--- src/rtl/tk_pkg.sv ---
package tk_pkg;
  localparam int TK_AW = 3;

  typedef enum logic [TK_AW-1:0] {
    TK_STAGE_SECS  = 3'd0,
    TK_STAGE_TICKS = 3'd1,
    TK_PPS_CFG     = 3'd2,
    TK_COMMIT      = 3'd3,
    TK_RATE        = 3'd4
  } tk_reg_e;

  localparam int TK_CFG_RISE_BIT = 0;
  localparam int TK_CFG_SRC_BIT  = 1;
  localparam int TK_COMMIT_NOW_BIT = 0;
endpackage

--- src/rtl/tk_sync.sv ---
module tk_sync #(
  parameter int STAGES = 2
) (
  input  logic clk,
  input  logic rst,
  input  logic d,
  output logic q
);
  logic [STAGES-1:0] shift_q;

  always_ff @(posedge clk) begin
    if (rst) shift_q <= '0;
    else     shift_q <= {shift_q[STAGES-2:0], d};
  end

  assign q = shift_q[STAGES-1];
endmodule

--- src/rtl/tk_pps_front.sv ---
module tk_pps_front #(
  parameter int SYNC_STAGES = 2,
  parameter int N_SRC       = 2
) (
  input  logic             clk,
  input  logic             rst,
  input  logic [N_SRC-1:0] pps_raw,
  input  logic             src_sel,
  input  logic             rise_sel,
  output logic             pps_evt
);
  logic [N_SRC-1:0] pps_sync;
  logic             sel_lvl;
  logic             prev_q;

  for (genvar gi = 0; gi < N_SRC; gi++) begin : g_sync
    tk_sync #(.STAGES(SYNC_STAGES)) u_sync (
      .clk (clk),
      .rst (rst),
      .d   (pps_raw[gi]),
      .q   (pps_sync[gi])
    );
  end

  assign sel_lvl = src_sel ? pps_sync[1] : pps_sync[0];

  always_ff @(posedge clk) begin
    if (rst) prev_q <= 1'b0;
    else     prev_q <= sel_lvl;
  end

  assign pps_evt = rise_sel ? (sel_lvl & ~prev_q) : (~sel_lvl & prev_q);


  evt_single_cycle_chk: assert property (@(posedge clk) disable iff (rst)
    pps_evt |=> !pps_evt);
endmodule

--- src/rtl/tk_counter.sv ---
module tk_counter #(
  parameter int SECS_W = 32,
  parameter int TICK_W = 32
) (
  input  logic              clk,
  input  logic              rst,
  input  logic              load,
  input  logic [SECS_W-1:0] ld_secs,
  input  logic [TICK_W-1:0] ld_ticks,
  input  logic [TICK_W-1:0] tps,
  output logic [SECS_W-1:0] secs_q,
  output logic [TICK_W-1:0] ticks_q
);
  logic [TICK_W-1:0] last_tick;
  logic              wrap;

  assign last_tick = tps - TICK_W'(1);
  assign wrap      = (ticks_q >= last_tick);

  always_ff @(posedge clk) begin
    if (rst) begin
      secs_q  <= '0;
      ticks_q <= '0;
    end else if (load) begin
      secs_q  <= ld_secs;
      ticks_q <= ld_ticks;
    end else if (wrap) begin
      secs_q  <= secs_q + SECS_W'(1);
      ticks_q <= '0;
    end else begin
      ticks_q <= ticks_q + TICK_W'(1);
    end
  end


  tick_step_chk: assert property (@(posedge clk) disable iff (rst)
    (!load && ticks_q < last_tick) |=>
      (ticks_q == $past(ticks_q) + TICK_W'(1) && secs_q == $past(secs_q)));

  tick_wrap_chk: assert property (@(posedge clk) disable iff (rst)
    (!load && ticks_q >= last_tick) |=>
      (ticks_q == '0 && secs_q == $past(secs_q) + SECS_W'(1)));

  load_apply_chk: assert property (@(posedge clk) disable iff (rst)
    load |=> (secs_q == $past(ld_secs) && ticks_q == $past(ld_ticks)));
endmodule

--- src/rtl/tk_snapshot.sv ---
module tk_snapshot #(
  parameter int SECS_W = 32,
  parameter int TICK_W = 32
) (
  input  logic              clk,
  input  logic              rst,
  input  logic              capture,
  input  logic [SECS_W-1:0] secs_in,
  input  logic [TICK_W-1:0] ticks_in,
  output logic [SECS_W-1:0] snap_secs,
  output logic [TICK_W-1:0] snap_ticks
);
  always_ff @(posedge clk) begin
    if (rst) begin
      snap_secs  <= '0;
      snap_ticks <= '0;
    end else if (capture) begin
      snap_secs  <= secs_in;
      snap_ticks <= ticks_in;
    end
  end


  snap_capture_chk: assert property (@(posedge clk) disable iff (rst)
    capture |=> (snap_secs == $past(secs_in) && snap_ticks == $past(ticks_in)));

  snap_hold_chk: assert property (@(posedge clk) disable iff (rst)
    !capture |=> ($stable(snap_secs) && $stable(snap_ticks)));
endmodule

--- src/rtl/pps_timekeeper.sv ---
module pps_timekeeper #(
  parameter int SECS_W      = 32,
  parameter int TICK_W      = 32,
  parameter int DATA_W      = 32,
  parameter int SYNC_STAGES = 2,
  parameter int DEFAULT_TPS = 100_000_000
) (
  input  logic                    clk,
  input  logic                    rst,
  input  logic                    wr_stb,
  input  logic [tk_pkg::TK_AW-1:0] wr_addr,
  input  logic [DATA_W-1:0]       wr_data,
  input  logic                    pps_ext,
  input  logic                    pps_link,
  output logic [SECS_W-1:0]       live_secs,
  output logic [TICK_W-1:0]       live_ticks,
  output logic [SECS_W-1:0]       pps_secs,
  output logic [TICK_W-1:0]       pps_ticks
);
  import tk_pkg::*;

  localparam logic [TICK_W-1:0] TPS_RST = TICK_W'(DEFAULT_TPS);

  logic [SECS_W-1:0] stage_secs_q;
  logic [TICK_W-1:0] stage_ticks_q;
  logic [TICK_W-1:0] tps_q;
  logic              cfg_rise_q;
  logic              cfg_src_q;
  logic              armed_q;

  logic wr_commit, commit_now, commit_arm;
  logic pps_evt, load;

  assign wr_commit  = wr_stb && (wr_addr == TK_COMMIT);
  assign commit_now = wr_commit &&  wr_data[TK_COMMIT_NOW_BIT];
  assign commit_arm = wr_commit && !wr_data[TK_COMMIT_NOW_BIT];
  assign load       = commit_now || (pps_evt && armed_q);

  always_ff @(posedge clk) begin
    if (rst) begin
      stage_secs_q  <= '0;
      stage_ticks_q <= '0;
      tps_q         <= TPS_RST;
      cfg_rise_q    <= 1'b0;
      cfg_src_q     <= 1'b0;
    end else if (wr_stb) begin
      case (wr_addr)
        TK_STAGE_SECS:  stage_secs_q  <= SECS_W'(wr_data);
        TK_STAGE_TICKS: stage_ticks_q <= TICK_W'(wr_data);
        TK_PPS_CFG: begin
          cfg_rise_q <= wr_data[TK_CFG_RISE_BIT];
          cfg_src_q  <= wr_data[TK_CFG_SRC_BIT];
        end
        TK_RATE:        tps_q <= TICK_W'(wr_data);
        default: ;
      endcase
    end
  end

  always_ff @(posedge clk) begin
    if (rst)                      armed_q <= 1'b0;
    else if (commit_now)          armed_q <= 1'b0;
    else if (commit_arm)          armed_q <= 1'b1;
    else if (pps_evt && armed_q)  armed_q <= 1'b0;
  end

  tk_pps_front #(.SYNC_STAGES(SYNC_STAGES), .N_SRC(2)) u_front (
    .clk      (clk),
    .rst      (rst),
    .pps_raw  ({pps_link, pps_ext}),
    .src_sel  (cfg_src_q),
    .rise_sel (cfg_rise_q),
    .pps_evt  (pps_evt)
  );

  tk_counter #(.SECS_W(SECS_W), .TICK_W(TICK_W)) u_count (
    .clk      (clk),
    .rst      (rst),
    .load     (load),
    .ld_secs  (stage_secs_q),
    .ld_ticks (stage_ticks_q),
    .tps      (tps_q),
    .secs_q   (live_secs),
    .ticks_q  (live_ticks)
  );

  tk_snapshot #(.SECS_W(SECS_W), .TICK_W(TICK_W)) u_snap (
    .clk        (clk),
    .rst        (rst),
    .capture    (pps_evt),
    .secs_in    (live_secs),
    .ticks_in   (live_ticks),
    .snap_secs  (pps_secs),
    .snap_ticks (pps_ticks)
  );


  arm_clear_chk: assert property (@(posedge clk) disable iff (rst)
    (pps_evt && armed_q && !wr_commit) |=> !armed_q);

  now_disarm_chk: assert property (@(posedge clk) disable iff (rst)
    commit_now |=> !armed_q);

  stage_no_touch_chk: assert property (@(posedge clk) disable iff (rst)
    (wr_stb && (wr_addr == TK_STAGE_SECS) && !load) |=> (live_secs != $past(wr_data[SECS_W-1:0]) || live_secs == $past(live_secs) + SECS_W'(1) || live_secs == $past(live_secs)));
endmodule

--- config.mk ---
export PLATFORM = sky130hd
export DESIGN_NAME = pps_timekeeper
export DESIGN_NICKNAME = d
export VERILOG_FILES = /design/src/rtl/tk_pkg.sv /design/src/rtl/tk_sync.sv /design/src/rtl/tk_pps_front.sv /design/src/rtl/tk_counter.sv /design/src/rtl/tk_snapshot.sv /design/src/rtl/pps_timekeeper.sv
export SDC_FILE = /design/constraint.sdc
export NUM_CORES = 1
export LEC_CHECK = 0
export CAP_MARGIN = 5
export CORE_MARGIN = 2
export CORE_UTILIZATION = 40
export CTS_CLUSTER_SIZE = 16
export DETAILED_ROUTE_END_ITERATION = 7
export DONT_BUFFER_PORTS = 1
export GPL_TIMING_DRIVEN = 0
export PLACE_DENSITY_LB_ADDON = 0.2
export SLEW_MARGIN = 20
export SYNTH_ARGS = -nofsm -noshare
export SYNTH_HDL_FRONTEND = slang
export SYNTH_HIERARCHICAL = 1
export SYNTH_SLANG_ARGS = --single-unit
--- constraint.sdc ---
create_clock -name clk -period 5.85 [get_ports clk]
set_input_delay 0.585 -clock clk [delete_from_list [all_inputs] [get_ports clk]]
set_output_delay 0.585 -clock clk [all_outputs]
set_load 0.02 [all_outputs]
==> results of run 1 <==
power breakdown:
| group | internal [mW] | leakage, nW | switching [mW] |
|---|---|---|---|
| Sequential | 1.60 | 1.87 | 0.0244 |
| Clock | 1.01 | 0.438 | 0.675 |
| Combinational | 0.0709 | 2.44 | 0.110 |
| Total | 2.68 | 4.75 | 0.809 |
critical path, stage by stage, from the launching register on:
cell	delay, ns
dfxtp_1	0.35
inv_1	0.09
ha_1	0.20
or4b_4	0.49
or3_4	0.40
or3_4	0.37
nor2_1	0.32
nand3_1	0.14
xor2_1	0.17
ha_1	0.30
nand4_1	0.18
or4_1	0.63
a41oi_1	0.39
clkbuf_1	0.67
buf_2	0.38
o21ai_0	0.13
a221oi_1	0.28
final cells by class:
type	instances	share of cell area, %
diodes	2	0.0385
plain buffers	85	3.40
clock buffers	38	5.97
clock inverters	11	0.846
inverters	11	0.317
multi-input cells	948	50.0
flip-flops and latches	232	35.7
well taps	384	3.69
worst max path at each step:
stage / start / cells past startpoint / end / slack, ns
2_1_floorplan: tps_q[0]$_SDFFE_PP0P_ / 16 / u_count/secs_q[29]$_SDFFE_PP0P_ / 1.56
3_3_place_gp: tps_q[0]$_SDFFE_PP0P_ / 16 / u_count/secs_q[21]$_SDFFE_PP0P_ / 0.38
3_5_place_dp: tps_q[0]$_SDFFE_PP0P_ / 16 / u_count/secs_q[21]$_SDFFE_PP0P_ / 0.37
4_1_cts: tps_q[0]$_SDFFE_PP0P_ / 16 / u_count/secs_q[21]$_SDFFE_PP0P_ / 0.33
5_1_grt: tps_q[0]$_SDFFE_PP0P_ / 16 / u_count/secs_q[21]$_SDFFE_PP0P_ / 0.11
6_report: tps_q[0]$_SDFFE_PP0P_ / 16 / u_count/secs_q[21]$_SDFFE_PP0P_ / 0.26
kinds of logic after synthesis:
family,Yosys count,share of synthesized area [%]
mux,166,14.3
flops,232,39.9
xor+xnor,63,4.74
fa+ha+maj,35,3.76
simple gates,526,23.9
buf+inv,96,4.16
compound gates,158,9.18
cells in the final DEF (no fill, tap or decap), types with 8 or more instances in the layout:
master,synthesis,routed
or3_1,11,11
clkbuf_16,0,27
nand2_1,78,78
buf_2,13,13
buf_1,13,13
clkbuf_1,47,52
a21oi_1,60,60
dfxtp_1,232,232
mux2i_1,165,165
nor4_1,13,12
nor2b_1,8,8
nand4_1,21,21
o21ai_0,16,16
nand2b_1,124,124
a32o_1,11,11
ha_1,35,35
and3_1,9,9
nor3_1,22,22
o22ai_1,11,11
xnor2_1,34,34
nand3_1,64,64
inv_1,10,10
xor2_1,29,29
nor2_1,134,134
state kept, by name, summed over array words and instances, names as in the netlist:
name / count
stage_secs_q: 32
stage_ticks_q: 32
tps_q: 32
u_count/secs_q: 32
u_count/ticks_q: 32
u_snap/snap_secs: 32
u_snap/snap_ticks: 32
u_front/g_sync.u_sync/shift_q: 4
armed_q: 1
cfg_rise_q: 1
cfg_src_q: 1
u_front/prev_q: 1
per-layer routing:
layer | track usage, % | routed length (um)
met5 | 0 | 12
met4 | 7.40 | 1110
met3 | 4.59 | 2570
met2 | 36.7 | 15800
met1 | 30.0 | 15900
==> results.py, run 1 <==
metrics = {
    "outcome": {
        "outcome": "completed",
    },
    "yosys": {
        "async_flop_share_pct": 0,
        "yosys-top-cells-area": "dfxtp_1 (40%), mux2i_1 (14%), nand2b_1 (6.7%)",
        "ys_seq_area_share_pct": 39.9,
        "yosysUniqueCellTypes": 72,
        "synth_edf_count": 0,
        "synth_top_area_share_pct": 39.9,
        "synth_fp_nets": 1351,
        "yosysMostFrequentCell": "dfxtp_1",
        "yosysTopAreaCell": "dfxtp_1",
        "yosysWarningCount": 6,
        "netlist_instances": 1276,
        "netlist_area_um2": 11600,
        "synth_commonest_cells": "dfxtp_1 (232), mux2i_1 (165), nor2_1 (134)",
        "synth.avg_cell_area_um2": 9.12,
        "synth-seq-cells": 232,
        "ys.flop_type": "dfxtp_1",
    },
    "placement": {
        "pre_cts_ws_ns": 0.370,
        "io_buffers": 0,
        "dpl_cell_area_um2": 12100,
        "detailed_place_hpwl_um": 26400,
        "gp_congestion": 0.839,
        "placed_cells": 1660,
    },
    "cells_and_area": {
        "fin_nets": 1380,
        "regArea_um2": 4640,
        "drive_above_1_share_pct": 6.79,
        "fin_cells": 1711,
        "nFillCells": 2853,
        "area_growth_pct": 11.9,
        "multi_input_area_um2": 6510,
        "stdcell_area_um2": 13000,
        "final_util_pct": 45.3,
    },
    "power": {
        "vdd_drop_max_v": 0.000185,
        "powerDensity_nw_per_um2": 268,
        "p_leak_nw": 4.75,
        "power_mw": 3.49,
    },
    "route": {
        "drtPass1Iterations": 7,
        "remaining_drc_errors": 0,
        "avgRoutedWirePerCell_um": 20.7,
        "drt_iter0_drc": 607,
        "finalWirelength_um": 35500,
        "ant_nets": 0,
        "routed-via-count": 9481,
        "vias_per_cell": 5.54,
    },
    "worst_hold_path": {
        "min_delay_path_depth": 1,
        "min_from": "rst",
        "hold_path.class": "in2reg",
        "whs_endpoint": "u_front/g_sync[1].u_sync/shift_q[0]$_SDFF_PP0_",
    },
    "clock_network": {
        "clk_pin_slew_ns": 0.06,
        "cts_root_buf": "clkbuf_16",
        "cts_num_sinks": 232,
        "clock_path_buffers": 3,
        "cts_resized": 0,
        "h-tree-depth": 1,
        "clock_latency_ns": 0.54,
        "cts_tree": "built",
        "cts_hold_buf": 0,
        "postCtsSetupBuffers": 0,
        "numCtsBuffers": 27,
    },
    "timing": {
        "hold_slack_ns": 0.114,
        "finalHoldViolCount": 0,
        "rsz0062_at_grt": "false",
        "slew_headroom_pct": 39.6,
        "skew_ns": 0.0120,
        "fin_crit_sh_pct": 95.6,
        "finalSetupViolCount": 0,
        "fmax_mhz": 179,
        "slew_violations": 0,
        "setup_tns_ns": 0,
        "max_slew.worst_pin.slew_ns": 0.906,
        "worst_slack_ns": 0.256,
        "layout_min_cycle_time_ns": 5.59,
    },
    "setup_path": {
        "critical_path.max_fanout": 10,
        "start_kind": "flip-flop",
        "rr_startpoint": "tps_q[0]$_SDFFE_PP0P_",
        "cp-end-kind": "flip-flop",
        "worst_r2r_path_depth": 16,
        "ff2ff_setup_slack_ns": 0.26,
        "critPathKind": "reg2reg",
        "cp.required_ns": 6.29,
        "r2r_end": "u_count/secs_q[21]$_SDFFE_PP0P_",
        "arrival_ns": 6.03,
    },
    "floorplan": {
        "start_util_pct": 40.5,
        "ios": 168,
        "core.rowCount": 62,
        "dieArea_um2": 30500,
        "die_h_um": 175,
        "die_width_um": 175,
        "design.core.area_um2": 28700,
    },
    "global_route": {
        "antenna_found_initial": 4,
        "grt_pass1_vias": 9363,
        "grt_usage_pct": 22.6,
        "grt_start_max_net_pins": 13,
        "overflow": 0,
        "grt_pass1_wl_um": 54100,
    },
    "flow_run": {
        "maxCapViolCount": 0,
    },
}
(Power assumes the default switching activity.)
==> run 2: changes to the inputs <==
--- a/config.mk
+++ b/config.mk
@@ -5,6 +5,7 @@
 export SDC_FILE = /design/constraint.sdc
 export NUM_CORES = 1
 export LEC_CHECK = 0
+export ABC_AREA = 1
 export CAP_MARGIN = 5
 export CORE_MARGIN = 2
 export CORE_UTILIZATION = 40
@@ -12,6 +13,7 @@
 export DETAILED_ROUTE_END_ITERATION = 7
 export DONT_BUFFER_PORTS = 1
 export GPL_TIMING_DRIVEN = 0
+export HOLD_SLACK_MARGIN = 0.08
 export PLACE_DENSITY_LB_ADDON = 0.2
 export SLEW_MARGIN = 20
 export SYNTH_ARGS = -nofsm -noshare
==> results.py, run 2 <==
metrics = {
    "global_route": {
        "grt_pass1_wl_um": 65000,
        "overflow": 0,
        "antenna_found_initial": 0,
        "grt_start_max_net_pins": 14,
        "grt_pass1_vias": 11600,
        "grt_usage_pct": 24.6,
    },
    "clock_network": {
        "numCtsBuffers": 28,
        "cts_root_buf": "clkbuf_16",
        "clock_path_buffers": 3,
        "cts_resized": 0,
        "postCtsSetupBuffers": 0,
        "cts_num_sinks": 232,
        "clk_pin_slew_ns": 0.06,
        "clock_latency_ns": 0.55,
        "cts_hold_buf": 0,
        "cts_tree": "built",
        "h-tree-depth": 1,
    },
    "setup_path": {
        "worst_r2r_path_depth": 21,
        "crit_path_frequent_cell": "nand2_1",
        "crit_family": "simple AND/OR/NAND/NOR gates",
        "rr_startpoint": "tps_q[0]$_SDFFE_PP0P_",
        "cp_num_cells": 21,
        "cp-startpoint": "tps_q[0]$_SDFFE_PP0P_",
        "start_kind": "flip-flop",
        "cp.required_ns": 6.29,
        "arrival_ns": 4.02,
        "crit_path_end": "u_count/secs_q[4]$_SDFFE_PP0P_",
        "cp.buffers_inverters": 3,
        "cp_slowest_cell": "dfxtp_1",
        "critPathKind": "reg2reg",
        "critical_path.max_fanout": 10,
        "ff2ff_setup_slack_ns": 2.27,
        "r2r_end": "u_count/secs_q[4]$_SDFFE_PP0P_",
        "crit_chain": "inv_1, ha_1, nand3_2, nor2_2, nand3_1, inv_1, nand2_1, nor2_1, nand3_1, xor2_1, ha_1, nand2_1, nor2_1, nand4_1, a21oi_1, nor2_2, nand2_1, buf_2, nand2_1, nand2_1, nor2_1",
        "cp-end-kind": "flip-flop",
        "slowest_delay_ns": 0.34,
    },
    "yosys": {
        "async_flop_share_pct": 0,
        "synth-seq-cells": 232,
        "netlist_instances": 2076,
        "yosysMostFrequentCell": "nand2_1",
        "synth_top_area_share_pct": 35.2,
        "synth_fp_nets": 2151,
        "synth_commonest_cells": "nand2_1 (599), nor2_1 (457), dfxtp_1 (232)",
        "synth.avg_cell_area_um2": 6.35,
        "ys.flop_type": "dfxtp_1",
        "ys_seq_area_share_pct": 35.2,
        "yosysWarningCount": 6,
        "yosys-top-cells-area": "dfxtp_1 (35%), nand2_1 (17%), nor2_1 (13%)",
        "yosysTopAreaCell": "dfxtp_1",
        "synth_edf_count": 0,
        "yosysUniqueCellTypes": 40,
        "netlist_area_um2": 13200,
    },
    "power": {
        "comb_power_share_pct": 9.5,
        "powerDensity_nw_per_um2": 272,
        "clockPowerShare_pct": 46.0,
        "power_mw": 4.00,
        "p_leak_nw": 6.45,
        "netSwitchingPower_mw": 1.08,
        "sw_frac_of_total_pct": 26.9,
        "seq_power_share_pct": 44.5,
        "vdd_drop_max_v": 0.000227,
        "internal_power_mw": 2.93,
    },
    "timing": {
        "max_slew.worst_pin.slew_ns": 0.725,
        "fmax_mhz": 279,
        "slew_headroom_pct": 51.6,
        "fin_crit_sh_pct": 61.2,
        "finalSetupViolCount": 0,
        "finalHoldViolCount": 0,
        "skew_ns": 0.0128,
        "setup_tns_ns": 0,
        "slew_violations": 0,
        "layout_min_cycle_time_ns": 3.58,
        "rsz0062_at_grt": "false",
    },
    "route": {
        "remaining_drc_errors": 0,
        "drtPass1Iterations": 6,
        "vias_per_cell": 4.95,
        "routed-via-count": 12700,
        "drt_iter0_drc": 1142,
        "avgRoutedWirePerCell_um": 16.8,
        "ant_nets": 0,
        "finalWirelength_um": 43200,
    },
    "cells_and_area": {
        "layout_common_cells": "nand2_1 (599), nor2_1 (457), dfxtp_1 (232), inv_1 (216), nand3_1 (187)",
        "fin_nets": 2181,
        "layout_commonest_cell": "nand2_1",
        "final_util_pct": 45.2,
        "area_growth_pct": 11.7,
        "drive_above_1_share_pct": 9.03,
        "diodes": 0,
    },
    "outcome": {
        "outcome": "completed",
    },
    "placement": {
        "gp_congestion": 0.925,
        "io_buffers": 0,
        "detailed_place_hpwl_um": 33900,
    },
    "floorplan": {
        "die_h_um": 186,
        "dieArea_um2": 34400,
        "ios": 168,
        "die_width_um": 186,
        "design.core.area_um2": 32500,
        "start_util_pct": 40.5,
        "core.rowCount": 66,
    },
    "worst_hold_path": {
        "hold_path.class": "in2reg",
    },
    "flow_run": {
        "maxCapViolCount": 0,
    },
}
==> run 2: cell types whose count changed in the layout (fill, tap and decap cells not counted), moves of 22 or more <==
| cell | previous run | this run |
|---|---|---|
| mux2i_1 | 165 | 10 |
| buf_6 | 2 | 26 |
| nor2_1 | 134 | 457 |
| inv_1 | 10 | 216 |
| clkbuf_1 | 52 | 18 |
| xnor2_1 | 34 | 12 |
| nand2_1 | 78 | 599 |
| nand3_1 | 64 | 187 |
| nand2b_1 | 124 | 0 |
==> run 2: worst min-delay path by stage <==
stage	slack, ns	depth (start not counted)	from	end
after floorplan	0.39	2	u_front/g_sync[0].u_sync/shift_q[0]$_SDFF_PP0_	u_front/g_sync[0].u_sync/shift_q[1]$_SDFF_PP0_
after global placement	0.39	2	u_front/g_sync[0].u_sync/shift_q[0]$_SDFF_PP0_	u_front/g_sync[0].u_sync/shift_q[1]$_SDFF_PP0_
after detailed placement	0.40	2	u_front/g_sync[0].u_sync/shift_q[0]$_SDFF_PP0_	u_front/g_sync[0].u_sync/shift_q[1]$_SDFF_PP0_
after CTS	0.09	1	rst	u_front/g_sync[0].u_sync/shift_q[1]$_SDFF_PP0_
after global routing	0.08	1	rst	u_front/g_sync[0].u_sync/shift_q[0]$_SDFF_PP0_
final	0.11	1	rst	u_front/g_sync[0].u_sync/shift_q[1]$_SDFF_PP0_
==> run 2: cell families (layout without fill, tap and decap cells) <==
| kind of cell | count (synthesis) | in the layout | share of synthesized area (%) |
|---|---|---|---|
| AO/OA/AOI/OAI | 86 | 86 | 3.38 |
| XOR/XNOR | 48 | 48 | 3.19 |
| adder cells (fa/ha/maj) | 35 | 35 | 3.32 |
| buffers and inverters | 322 | 373 | 11.3 |
| flip-flops | 232 | 232 | 35.2 |
| multiplexers | 10 | 10 | 0.759 |
| AND/OR/NAND/NOR | 1343 | 1343 | 42.8 |
==> run 2: metrics by stage <==
stage | setup slack (ns) | cell area (um^2) | instances | hold WS, ns
after floorplan | 2.94 | 13200 | 2076 | 0.388
after CTS | 2.30 | 14700 | 2569 | 0.0859
after detailed placement | 2.30 | 13700 | 2518 | 0.396
final | 2.27 | 14700 | 2569 | 0.108
after global routing | 2.01 | 14700 | 2569 | 0.0819
after global placement | 2.33 | 13700 | 2518 | 0.390
==> run 2: area by class of cell <==
| class | instances | area, um^2 |
|---|---|---|
| plain buffers | 90 | 622 |
| clock buffers | 37 | 806 |
| clock inverters | 14 | 179 |
| fillers | 3603 | 17800 |
| inverters | 232 | 871 |
| multi-input cells | 1522 | 7050 |
| flip-flops and latches | 232 | 4640 |
| well taps | 442 | 553 |
==> run 2: power by group through the flow <==
stage | Combinational, mW | Sequential (mW) | Clock, mW
6_report | 0.380 | 1.78 | 1.84
5_1_grt | 0.430 | 1.79 | 1.95
4_1_cts | 0.379 | 1.78 | 1.88
3_5_place_dp | 0.377 | 1.82 | 0
3_3_place_gp | 0.371 | 1.82 | 0
2_1_floorplan | 0.292 | 1.78 | 0
==> run 2: worst register-to-register path, delay by kind of cell, from the launching register on <==
kind            cells  cell delay, ns
flops               1            0.34
buf+inv             3            0.53
xor+xnor            1            0.17
compound gates      1            0.23
fa+ha+maj           2            0.51
simple gates       14            1.70
==> run 2: per-layer routing <==
metal / global-route usage, % / part of all wire [%]
met1: 33.8 / 45
met2: 37.5 / 42
met3: 5.85 / 9.2
met4: 8.98 / 3.7
met5: 0 / 0
